**src/rtl/capt_pkg.sv**
```systemverilog
`timescale 1ns/1ps
package capt_pkg;
  localparam int CNT_W     = 16;
  localparam int NUM_CH    = 2;
  localparam int RATE_W    = 3;
  localparam int MAX_SHIFT = 6;
  localparam int ADDR_W    = 4;
  localparam int DATA_W    = 8;
  localparam int SYNC_LEN  = 2;

  localparam logic [ADDR_W-1:0] ADDR_CTRL  = 4'd0;
  localparam logic [ADDR_W-1:0] ADDR_LIM_H = 4'd1;
  localparam logic [ADDR_W-1:0] ADDR_LIM_L = 4'd2;
  localparam logic [ADDR_W-1:0] ADDR_CNT_H = 4'd3;
  localparam logic [ADDR_W-1:0] ADDR_CNT_L = 4'd4;
  localparam int CH_BASE   = 5;
  localparam int CH_STRIDE = 3;

  localparam int BIT_FLAG = 7;
  localparam int BIT_IE   = 6;
  localparam int BIT_STOP = 5;
  localparam int BIT_RST  = 4;

  function automatic logic [ADDR_W-1:0] chAddr(input int ch, input int off);
    return ADDR_W'(CH_BASE + CH_STRIDE * ch + off);
  endfunction

  typedef struct packed {
    logic                          cntClear;
    logic                          cntStop;
    logic [RATE_W-1:0]             rateSel;
    logic [CNT_W-1:0]              limit;
    logic [NUM_CH-1:0][1:0]        edgeSel;
  } ctrl_strobes_t;

  typedef struct packed {
    logic                          ovfEvent;
    logic [NUM_CH-1:0]             capEvent;
    logic [CNT_W-1:0]              count;
    logic [NUM_CH-1:0][CNT_W-1:0]  capVal;
  } dp_status_t;
endpackage

```
**src/rtl/capt_prescaler.sv**
```systemverilog
`timescale 1ns/1ps
module capt_prescaler #(
  parameter int RATE_W    = 3,
  parameter int MAX_SHIFT = 6
) (
  input  logic              clk,
  input  logic              rst_n,
  input  logic              clear,
  input  logic              hold,
  input  logic [RATE_W-1:0] rateSel,
  output logic              tick
);
  localparam int PS_W = MAX_SHIFT;

  logic [PS_W-1:0] psCnt;
  logic [PS_W-1:0] mask;
  int              shift;

  always_comb begin
    shift = (int'(rateSel) > MAX_SHIFT) ? MAX_SHIFT : int'(rateSel);
    for (int i = 0; i < PS_W; i++) mask[i] = (i < shift);
  end

  assign tick = !hold && !clear && ((psCnt & mask) == mask);

  always_ff @(posedge clk or negedge rst_n) begin
    if (!rst_n)      psCnt <= '0;
    else if (clear)  psCnt <= '0;
    else if (!hold)  psCnt <= psCnt + 1'b1;
  end
endmodule

```
**src/rtl/capt_channel.sv**
```systemverilog
`timescale 1ns/1ps
module capt_channel #(
  parameter int CNT_W    = 16,
  parameter int SYNC_LEN = 2
) (
  input  logic             clk,
  input  logic             rst_n,
  input  logic             pin,
  input  logic [1:0]       edgeSel,
  input  logic [CNT_W-1:0] count,
  output logic             capEvent,
  output logic [CNT_W-1:0] capVal
);
  logic [SYNC_LEN:0] syncQ;
  logic              rise, fall;

  always_ff @(posedge clk or negedge rst_n) begin
    if (!rst_n) syncQ <= '0;
    else        syncQ <= {syncQ[SYNC_LEN-1:0], pin};
  end

  assign rise     = syncQ[SYNC_LEN-1] & ~syncQ[SYNC_LEN];
  assign fall     = ~syncQ[SYNC_LEN-1] & syncQ[SYNC_LEN];
  assign capEvent = (edgeSel[0] & rise) | (edgeSel[1] & fall);

  always_ff @(posedge clk or negedge rst_n) begin
    if (!rst_n)        capVal <= '0;
    else if (capEvent) capVal <= count;
  end
endmodule

```
**src/rtl/capt_datapath.sv**
```systemverilog
`timescale 1ns/1ps
module capt_datapath import capt_pkg::*; (
  input  logic              clk,
  input  logic              rst_n,
  input  ctrl_strobes_t     ctl,
  input  logic [NUM_CH-1:0] capPin,
  output dp_status_t        sts
);
  logic                          tick;
  logic [CNT_W-1:0]              countQ;
  logic                          atLimit;
  logic [NUM_CH-1:0]             capEv;
  logic [NUM_CH-1:0][CNT_W-1:0]  capV;

  capt_prescaler #(.RATE_W(RATE_W), .MAX_SHIFT(MAX_SHIFT)) u_ps (
    .clk     (clk),
    .rst_n   (rst_n),
    .clear   (ctl.cntClear),
    .hold    (ctl.cntStop),
    .rateSel (ctl.rateSel),
    .tick    (tick)
  );

  assign atLimit = (countQ == ctl.limit);

  always_ff @(posedge clk or negedge rst_n) begin
    if (!rst_n)            countQ <= '0;
    else if (ctl.cntClear) countQ <= '0;
    else if (tick)         countQ <= atLimit ? '0 : countQ + 1'b1;
  end

  for (genvar c = 0; c < NUM_CH; c++) begin : g_ch
    capt_channel #(.CNT_W(CNT_W), .SYNC_LEN(SYNC_LEN)) u_ch (
      .clk      (clk),
      .rst_n    (rst_n),
      .pin      (capPin[c]),
      .edgeSel  (ctl.edgeSel[c]),
      .count    (countQ),
      .capEvent (capEv[c]),
      .capVal   (capV[c])
    );
  end

  assign sts.ovfEvent = tick & atLimit;
  assign sts.capEvent = capEv;
  assign sts.count    = countQ;
  assign sts.capVal   = capV;
endmodule

```
**src/rtl/capt_ctrl.sv**
```systemverilog
`timescale 1ns/1ps
module capt_ctrl import capt_pkg::*; (
  input  logic              clk,
  input  logic              rst_n,
  input  logic [ADDR_W-1:0] addr,
  input  logic              wrEn,
  input  logic [DATA_W-1:0] wrData,
  input  dp_status_t        sts,
  output ctrl_strobes_t     ctl,
  output logic [DATA_W-1:0] rdData,
  output logic              irqOvf,
  output logic [NUM_CH-1:0] irqCh
);
  logic                   ovfIe, stopQ, tofFlag;
  logic [RATE_W-1:0]      rateQ;
  logic [CNT_W-1:0]       limitQ;
  logic [NUM_CH-1:0]      chFlag, chIe;
  logic [NUM_CH-1:0][1:0] chSel;
  logic                   ctrlWr;
  logic [NUM_CH-1:0]      chWr;
  logic                   unusedWrBit;

  assign unusedWrBit = wrData[3];
  assign ctrlWr = wrEn && (addr == ADDR_CTRL);

  always_ff @(posedge clk or negedge rst_n) begin
    if (!rst_n) begin
      ovfIe   <= 1'b0;
      stopQ   <= 1'b0;
      rateQ   <= '0;
      tofFlag <= 1'b0;
      limitQ  <= '1;
    end else begin
      tofFlag <= sts.ovfEvent | (tofFlag & ~(ctrlWr & ~wrData[BIT_FLAG]));
      if (ctrlWr) begin
        ovfIe <= wrData[BIT_IE];
        stopQ <= wrData[BIT_STOP];
        rateQ <= wrData[RATE_W-1:0];
      end
      if (wrEn && addr == ADDR_LIM_H) limitQ[CNT_W-1:DATA_W] <= wrData;
      if (wrEn && addr == ADDR_LIM_L) limitQ[DATA_W-1:0]     <= wrData;
    end
  end

  for (genvar c = 0; c < NUM_CH; c++) begin : g_chreg
    assign chWr[c] = wrEn && (addr == chAddr(c, 0));
    always_ff @(posedge clk or negedge rst_n) begin
      if (!rst_n) begin
        chFlag[c] <= 1'b0;
        chIe[c]   <= 1'b0;
        chSel[c]  <= 2'b00;
      end else begin
        chFlag[c] <= sts.capEvent[c] | (chFlag[c] & ~(chWr[c] & ~wrData[BIT_FLAG]));
        if (chWr[c]) begin
          chIe[c]  <= wrData[BIT_IE];
          chSel[c] <= wrData[1:0];
        end
      end
    end
  end

  always_comb begin
    rdData = '0;
    case (addr)
      ADDR_CTRL:  rdData = {tofFlag, ovfIe, stopQ, 2'b00, rateQ};
      ADDR_LIM_H: rdData = limitQ[CNT_W-1:DATA_W];
      ADDR_LIM_L: rdData = limitQ[DATA_W-1:0];
      ADDR_CNT_H: rdData = sts.count[CNT_W-1:DATA_W];
      ADDR_CNT_L: rdData = sts.count[DATA_W-1:0];
      default:    rdData = '0;
    endcase
    for (int c = 0; c < NUM_CH; c++) begin
      if (addr == chAddr(c, 0)) rdData = {chFlag[c], chIe[c], 4'b0000, chSel[c]};
      if (addr == chAddr(c, 1)) rdData = sts.capVal[c][CNT_W-1:DATA_W];
      if (addr == chAddr(c, 2)) rdData = sts.capVal[c][DATA_W-1:0];
    end
  end

  assign ctl.cntClear = ctrlWr & wrData[BIT_RST];
  assign ctl.cntStop  = stopQ;
  assign ctl.rateSel  = rateQ;
  assign ctl.limit    = limitQ;
  assign ctl.edgeSel  = chSel;

  assign irqOvf = tofFlag & ovfIe;
  assign irqCh  = chFlag & chIe;
endmodule

```
**src/rtl/capture_timer.sv**
```systemverilog
`timescale 1ns/1ps
module capture_timer import capt_pkg::*; (
  input  logic              clk,
  input  logic              rst_n,
  input  logic [ADDR_W-1:0] regAddr,
  input  logic              regWrEn,
  input  logic [DATA_W-1:0] regWrData,
  output logic [DATA_W-1:0] regRdData,
  input  logic [NUM_CH-1:0] capPin,
  output logic              irqOvf,
  output logic [NUM_CH-1:0] irqCh
);
  ctrl_strobes_t ctl;
  dp_status_t    sts;

  capt_ctrl u_ctrl (
    .clk    (clk),
    .rst_n  (rst_n),
    .addr   (regAddr),
    .wrEn   (regWrEn),
    .wrData (regWrData),
    .sts    (sts),
    .ctl    (ctl),
    .rdData (regRdData),
    .irqOvf (irqOvf),
    .irqCh  (irqCh)
  );

  capt_datapath u_dp (
    .clk    (clk),
    .rst_n  (rst_n),
    .ctl    (ctl),
    .capPin (capPin),
    .sts    (sts)
  );
endmodule

```
**config.mk**
```make
export PLATFORM = sky130hd
export DESIGN_NAME = capture_timer
export DESIGN_NICKNAME = d
export VERILOG_FILES = /design/src/rtl/capt_pkg.sv /design/src/rtl/capt_prescaler.sv /design/src/rtl/capt_channel.sv /design/src/rtl/capt_datapath.sv /design/src/rtl/capt_ctrl.sv /design/src/rtl/capture_timer.sv
export SDC_FILE = /design/constraint.sdc
export NUM_CORES = 1
export LEC_CHECK = 0
export ABC_AREA = 0
export BUFFER_PORTS_ARGS = -buffer_cell sky130_fd_sc_hd__buf_4
export CAP_MARGIN = 10
export CORE_ASPECT_RATIO = 2
export CORE_MARGIN = 3
export CORE_UTILIZATION = 50
export CTS_CLUSTER_SIZE = 30
export DETAILED_ROUTE_END_ITERATION = 8
export GPL_TIMING_DRIVEN = 0
export PLACE_DENSITY = 0.68
export SLEW_MARGIN = 40
export SYNTH_ARGS = -nofsm -noshare
export SYNTH_HDL_FRONTEND = slang
export SYNTH_SLANG_ARGS = --single-unit
```
**constraint.sdc**
```tcl
create_clock -name clk -period 2.4 [get_ports clk]
set_input_delay 0.48 -clock clk [delete_from_list [all_inputs] [get_ports clk]]
set_output_delay 0.48 -clock clk [all_outputs]
set_load 0.02 [all_outputs]
```
Word-level counts from Yosys, hierarchy flattened --
Cells that the tools add are included.
Operators by class: $add $sub $neg 2, magnitude comparators 7, equal/unequal tests 13, muxes and demuxes 13, bitwise operators 32, reduce and logical (&&, ||, !) cells 11
Operator list (count):
- two-way mux 16 bit | 3
- two-way mux 8 bit | 6
- case mux 8 bit (5 select lines) | 1
- AND 1 bit | 17
- adder 16 x 1 -> 16 bit, second input constant | 1
- equality test 16 bit | 1
- equality test 4 x 3 -> 1 bit, second input constant | 4
- equality test 4 bit, second input constant | 3
- two-way mux 6 bit | 2
- equality test 4 x 2 -> 1 bit, second input constant | 2
- inverter 1 bit | 8
- logical AND 1 bit | 7
- adder 6 x 1 -> 6 bit, second input constant | 1
- AND 6 bit | 1
- equality test 6 bit | 1
- less-than comparator 1 x 3 -> 1 bit, first input constant | 2
- less-than comparator 2 x 3 -> 1 bit, first input constant | 2
- less-than comparator 3 bit, first input constant | 2
- bitwise OR 1 bit | 5
- equality test 4 x 1 -> 1 bit, second input constant | 1
- zero test 4 bit | 1
- greater-than comparator 3 bit, second input constant | 1
- two-way mux 3 bit | 1
- AND 2 bit | 1
- other kinds (3) | 4
Word-level totals: bits in registers 90, output and inout bits 11, word-level logic and storage cells 96

Longest topological paths before layout --
depth after elaboration 8, mapped depth 8, gate-level depth less buffers 7

By module --
From an unflattened synthesis, not the netlist that was laid out.
Unflattened totals: cells, all modules 619, area total of the unflattened synthesis 6118.4 sq um
By module, submodules not included:
- capt_channel | instances 2, cells each 135, area an instance 1327.5 sq um, sequential area each 475.5 sq um
- capt_ctrl | instances 1, cells each 208, area an instance 2073.2 sq um, sequential area each 770.7 sq um
- capt_datapath | instances 1, cells each 104, area an instance 1049.8 sq um, sequential area each 400.4 sq um
- capt_prescaler | instances 1, cells each 37, area an instance 340.3 sq um, sequential area each 150.1 sq um

Worst setup path after synthesis --
Ideal clock, no wire load.
path type in2out, from input port regAddr[1], to output port regRdData[3], arrival time 1.958 ns, setup slack -0.038 ns, stages on the path 7, cells stage by stage buf_2 > clkbuf_1 > buf_1 > a221oi_1 > a311oi_1 > a31oi_1 > o22ai_1
On the way: word-level cells in the longest chain between the ends 8, elaborated cells between the ends (all ways) 18, classes of those cells eq/ne (10); mux (7); reduce/logical (1)
Ends and longest elaborated chain:
- from (decl) | line capture_timer.sv:5 | input logic [ADDR_W-1:0] regAddr,
- equality test 4 x 3 -> 1 bit (tied with other cells) | line capt_ctrl.sv:64 | case (addr)
- case mux 8 bit (5 select lines) | line capt_ctrl.sv:64
- two-way mux 8 bit | line capt_ctrl.sv:73 | if (addr == chAddr(c, 0)) rdData = {chFlag[c], chIe[c], 4'b0000, chSel[c]};
- two-way mux 8 bit | line capt_ctrl.sv:74 | if (addr == chAddr(c, 1)) rdData = sts.capVal[c][CNT_W-1:DATA_W];
- two-way mux 8 bit | line capt_ctrl.sv:75 | if (addr == chAddr(c, 2)) rdData = sts.capVal[c][DATA_W-1:0];
- two-way mux 8 bit | line capt_ctrl.sv:73
- two-way mux 8 bit | line capt_ctrl.sv:74
- two-way mux 8 bit (*) | line capt_ctrl.sv:75
- to (decl) | line capture_timer.sv:8 | output logic [DATA_W-1:0] regRdData,
Mark *: on every way between the ends. The rest lies on a longest branch, timed or not.

Worst setup path in the final report --
from register u_dp.countQ[8], to output port regRdData[0]
On the way: word-level cells in the longest chain between the ends 7
Ends and longest elaborated chain:
- from (decl) | line capt_datapath.sv:10 | logic [CNT_W-1:0] countQ;
- from (signal assigned) | line capt_datapath.sv:29 | else if (tick) countQ <= atLimit ? '0 : countQ + 1'b1;
- case mux 8 bit (5 select lines) | line capt_ctrl.sv:64
- two-way mux 8 bit | line capt_ctrl.sv:73
- two-way mux 8 bit | line capt_ctrl.sv:74
- two-way mux 8 bit | line capt_ctrl.sv:75
- two-way mux 8 bit | line capt_ctrl.sv:73
- two-way mux 8 bit | line capt_ctrl.sv:74
- two-way mux 8 bit | line capt_ctrl.sv:75
No other way between the ends.

==> metrics.txt <==
Std-Cell Rows=49; type of origin of the critical path=register; CTS tree=built; ys async rst share=100%; Routed Antenna Nets=0; Total GRT Usage=roughly 26%; placer congestion estimate=around 0.93; Syn-to-layout area delta=17.9%; crit share post-route=approximately 100%; Cell Pwr Density=roughly 940 mW/mm2; Post-synth EDFFs=0; Critical Path RT=between 1500 and 2000 ps; critical-path cell list=mux4_2, nand2_2, a222oi_1, a221o_1, buf_6; minimum clock period after layout=about 2400 ps; via count=roughly 3,600; Fin. Hold Viols=0; area post-placement=about 0.0050 mm2; Finished Layout Cells=approximately 580; post-DP HPWL=slightly below 9 mm; area of the die=0.0106 mm2; Nets=slightly below 500; Synthesis Warnings=0; FF-to-FF path depth=7; global route total overflow=0; PortBufs=24; post-synthesis sequential area ratio=slightly below 50%; CTS Hold Bufs=0; CP endpoint kind=primary output; Hold/Removal Path Class=in2async; Num Clock Sinks=90; worst slew pin tran=between 700 and 800 ps; Critical Path Slowest Stage Cell=mux4_2; final instance area=0.00550 mm2; cell area after synthesis=roughly 0.0047 mm2; H-tree depth=3; Cell variety after synth=between 50 and 60; largest net degree at the start of global routing=91; Diodes inserted=0; initial antenna violation count=0; placed cells=~550; final hold slack=about 160 ps; fmax=about 0.42 GHz; RSZ-0062 raised after global routing=yes; syn avg cell area=11.0 um2; total CTS buffers=9; CP Buf/Inv Count=1; end of the critical path=regRdData[0]; vias in the first global route=about 3,800; effective utilization at floorplan=between 50 and 60%; Top-Level Pins=28; outcome=completed; Max-Cap Viols=0; clk_lat worst skew=~350 ps; post-route DRC violation count=0; Core Region=approximately 0.0090 mm2; initial drt markers=about 330; CTS Root Cell=clkbuf_16; DR vias/cell=about 6.3; max_slew headroom=52.0%; VDD IR max=between 0.5 and 0.6 mV; Net Count, Synth=approximately 440; die width=roughly 74 um; Final Max Slew Viols=0; FF-to-FF setup slack=~150 ps; CP Depth=5; CP peak stage delay=490 ps; Mapped Cells=approximately 420; Worst Path Max Fanout=2; share of layout cells above drive strength 1=about two fifths; Leak=2.32 nW; worst r2r src=u_dp.countQ[3]; CTS Buffer Depth=2; critical path arrival=~1900 ps; Routed WL=approximately 13 mm; critical path class=reg2out; final setup vio count=0; reg-to-reg endpoint=u_dp.countQ[11]; #FFs+latches synth=90; TritonRoute pass-1 iters=5; worst setup path start=u_dp.countQ[8]; DIE HEIGHT=143 um; Worst path top cell family by delay=multiplexers; post-route core utilization=approximately 61%; ys flop type=dfrtp_1; clk slew on worst S/H paths=approximately 70 ps; Avg WL per Cell=~22 um; first-pass GRT wire length=20.0 mm; skew final=about 7.7 ps
==> synthesized netlist by cell type, types with 4 or more instances <==
cell type	number	share of area, %
inv_1	8	0.64
o22ai_1	5	0.67
o21ai_0	26	2.8
o21ai_1	5	0.54
a22oi_1	4	0.64
nor3_1	6	0.64
and2_1	5	0.67
a21oi_1	8	0.86
nand4_1	6	0.80
clkbuf_1	19	1.5
nand2_1	40	3.2
a221o_1	5	1.1
o311ai_0	4	0.75
nor2_1	20	1.6
mux4_2	6	2.9
dfstp_2	16	9.0
a31oi_1	8	1.1
nand2b_1	4	0.54
mux2i_1	5	1.1
dfrtp_1	74	40
mux2_2	59	14
nand3_1	14	1.5
buf_2	6	0.64
nor2b_1	6	0.80
xnor2_1	18	3.4
==> placed cells by master (no fill, tap or decap), types with 5 or more instances in the layout <==
| cell type | count |
|---|---|
| mux2i_1 | 5 |
| a31oi_1 | 8 |
| dfrtp_2 | 6 |
| buf_6 | 5 |
| dfrtp_1 | 68 |
| xnor2_1 | 18 |
| mux2_2 | 59 |
| inv_1 | 8 |
| a221o_1 | 5 |
| nand3_1 | 14 |
| clkbuf_16 | 9 |
| buf_2 | 6 |
| buf_4 | 36 |
| a21oi_1 | 6 |
| o21ai_1 | 6 |
| nor3_1 | 6 |
| nand2_1 | 37 |
| mux4_2 | 6 |
| clkbuf_2 | 5 |
| nor2_1 | 19 |
| nand4_1 | 6 |
| clkbuf_1 | 6 |
| dfstp_2 | 16 |
| o21ai_0 | 24 |
==> area by class of cell <==
class / instances / area, um2
fillers: 726 / 3510
multi-input cells: 296 / 2290
flip-flops and latches: 90 / 2280
repair buffers: 39 / 314
clock buffers: 9 / 225
plain buffers: 24 / 153
well taps: 102 / 128
clock inverters: 7 / 75.1
inverters: 8 / 30.0
==> registers in the layout, summed over array words and instances, names as in the netlist <==
signal                 count
u_dp.g_ch.u_ch.capVal     32
u_ctrl.limitQ             16
u_dp.countQ               16
u_dp.g_ch.u_ch.syncQ       6
u_dp.u_ps.psCnt            6
u_ctrl.ctl                 4
u_ctrl.rateQ               3
u_ctrl.chFlag              2
u_ctrl.chIe                2
u_ctrl.ovfIe               1
u_ctrl.stopQ               1
u_ctrl.tofFlag             1
==> metal layers <==
metal,track usage (%),routed length (um),vias up,share of wire [%]
met4,19.0,1020,0,8.2
met1,28.8,4520,1794,36
met3,5.37,590,62,4.7
li1,-,-,1641,-
met5,0,0,-,0
met2,41.8,6390,142,51
==> report_power, final <==
part	switching [mW]	internal (mW)	total, mW
Sequential	0.327	1.89	2.22
Clock	0.627	0.819	1.45
Combinational	0.791	0.708	1.50
Total	1.75	3.42	5.17
==> worst reg2reg max path: cells and delay by family (launching register included) <==
family          cells  cell delay, ps
flops               1             360
buf+inv             1             210
simple gates        4            1200
compound gates      1             110
xor+xnor            1             240
==> cells by family (layout without fill, tap and decap cells) <==
logic type / count (synthesis) / in the layout / synth area share, %
buf+inv: 37 / 87 / 3.38
compound gates: 89 / 89 / 12.9
flops: 90 / 90 / 48.7
xor+xnor: 21 / 21 / 3.94
simple gates: 114 / 114 / 12.3
fa+ha+maj: 2 / 2 / 0.536
mux: 70 / 70 / 18.2
==> repair_timing <==
item                                    in CTS  in global routing
endpoints found under the setup margin       8                 12
gates resized for setup                     28                 20
pin swaps                                    1                  7
setup buffers                                5                 10
==> through the flow <==
stage	setup TNS (ps)	setup slack [ps]	total power [mW]
finish	0	0.896	5.17
global route	-215	-69.3	5.43
CTS	0	0.0195	5.12
detailed placement	-2610	-496	3.65
global placement	-2490	-536	3.59
floorplan	0	27.1	3.15
==> worst min path at each step <==
stage,end,slack (ps)
4_1_cts,u_dp.u_ps.psCnt[2],240
3_5_place_dp,u_dp.g_ch[1].u_ch.syncQ[1],340
2_1_floorplan,u_ctrl.chFlag[0],180
5_1_grt,u_dp.g_ch[0].u_ch.syncQ[0],230
6_report,u_dp.u_ps.psCnt[2],160
3_3_place_gp,u_dp.g_ch[1].u_ch.syncQ[1],340
Note: power is estimated with default switching activity, not from simulation.
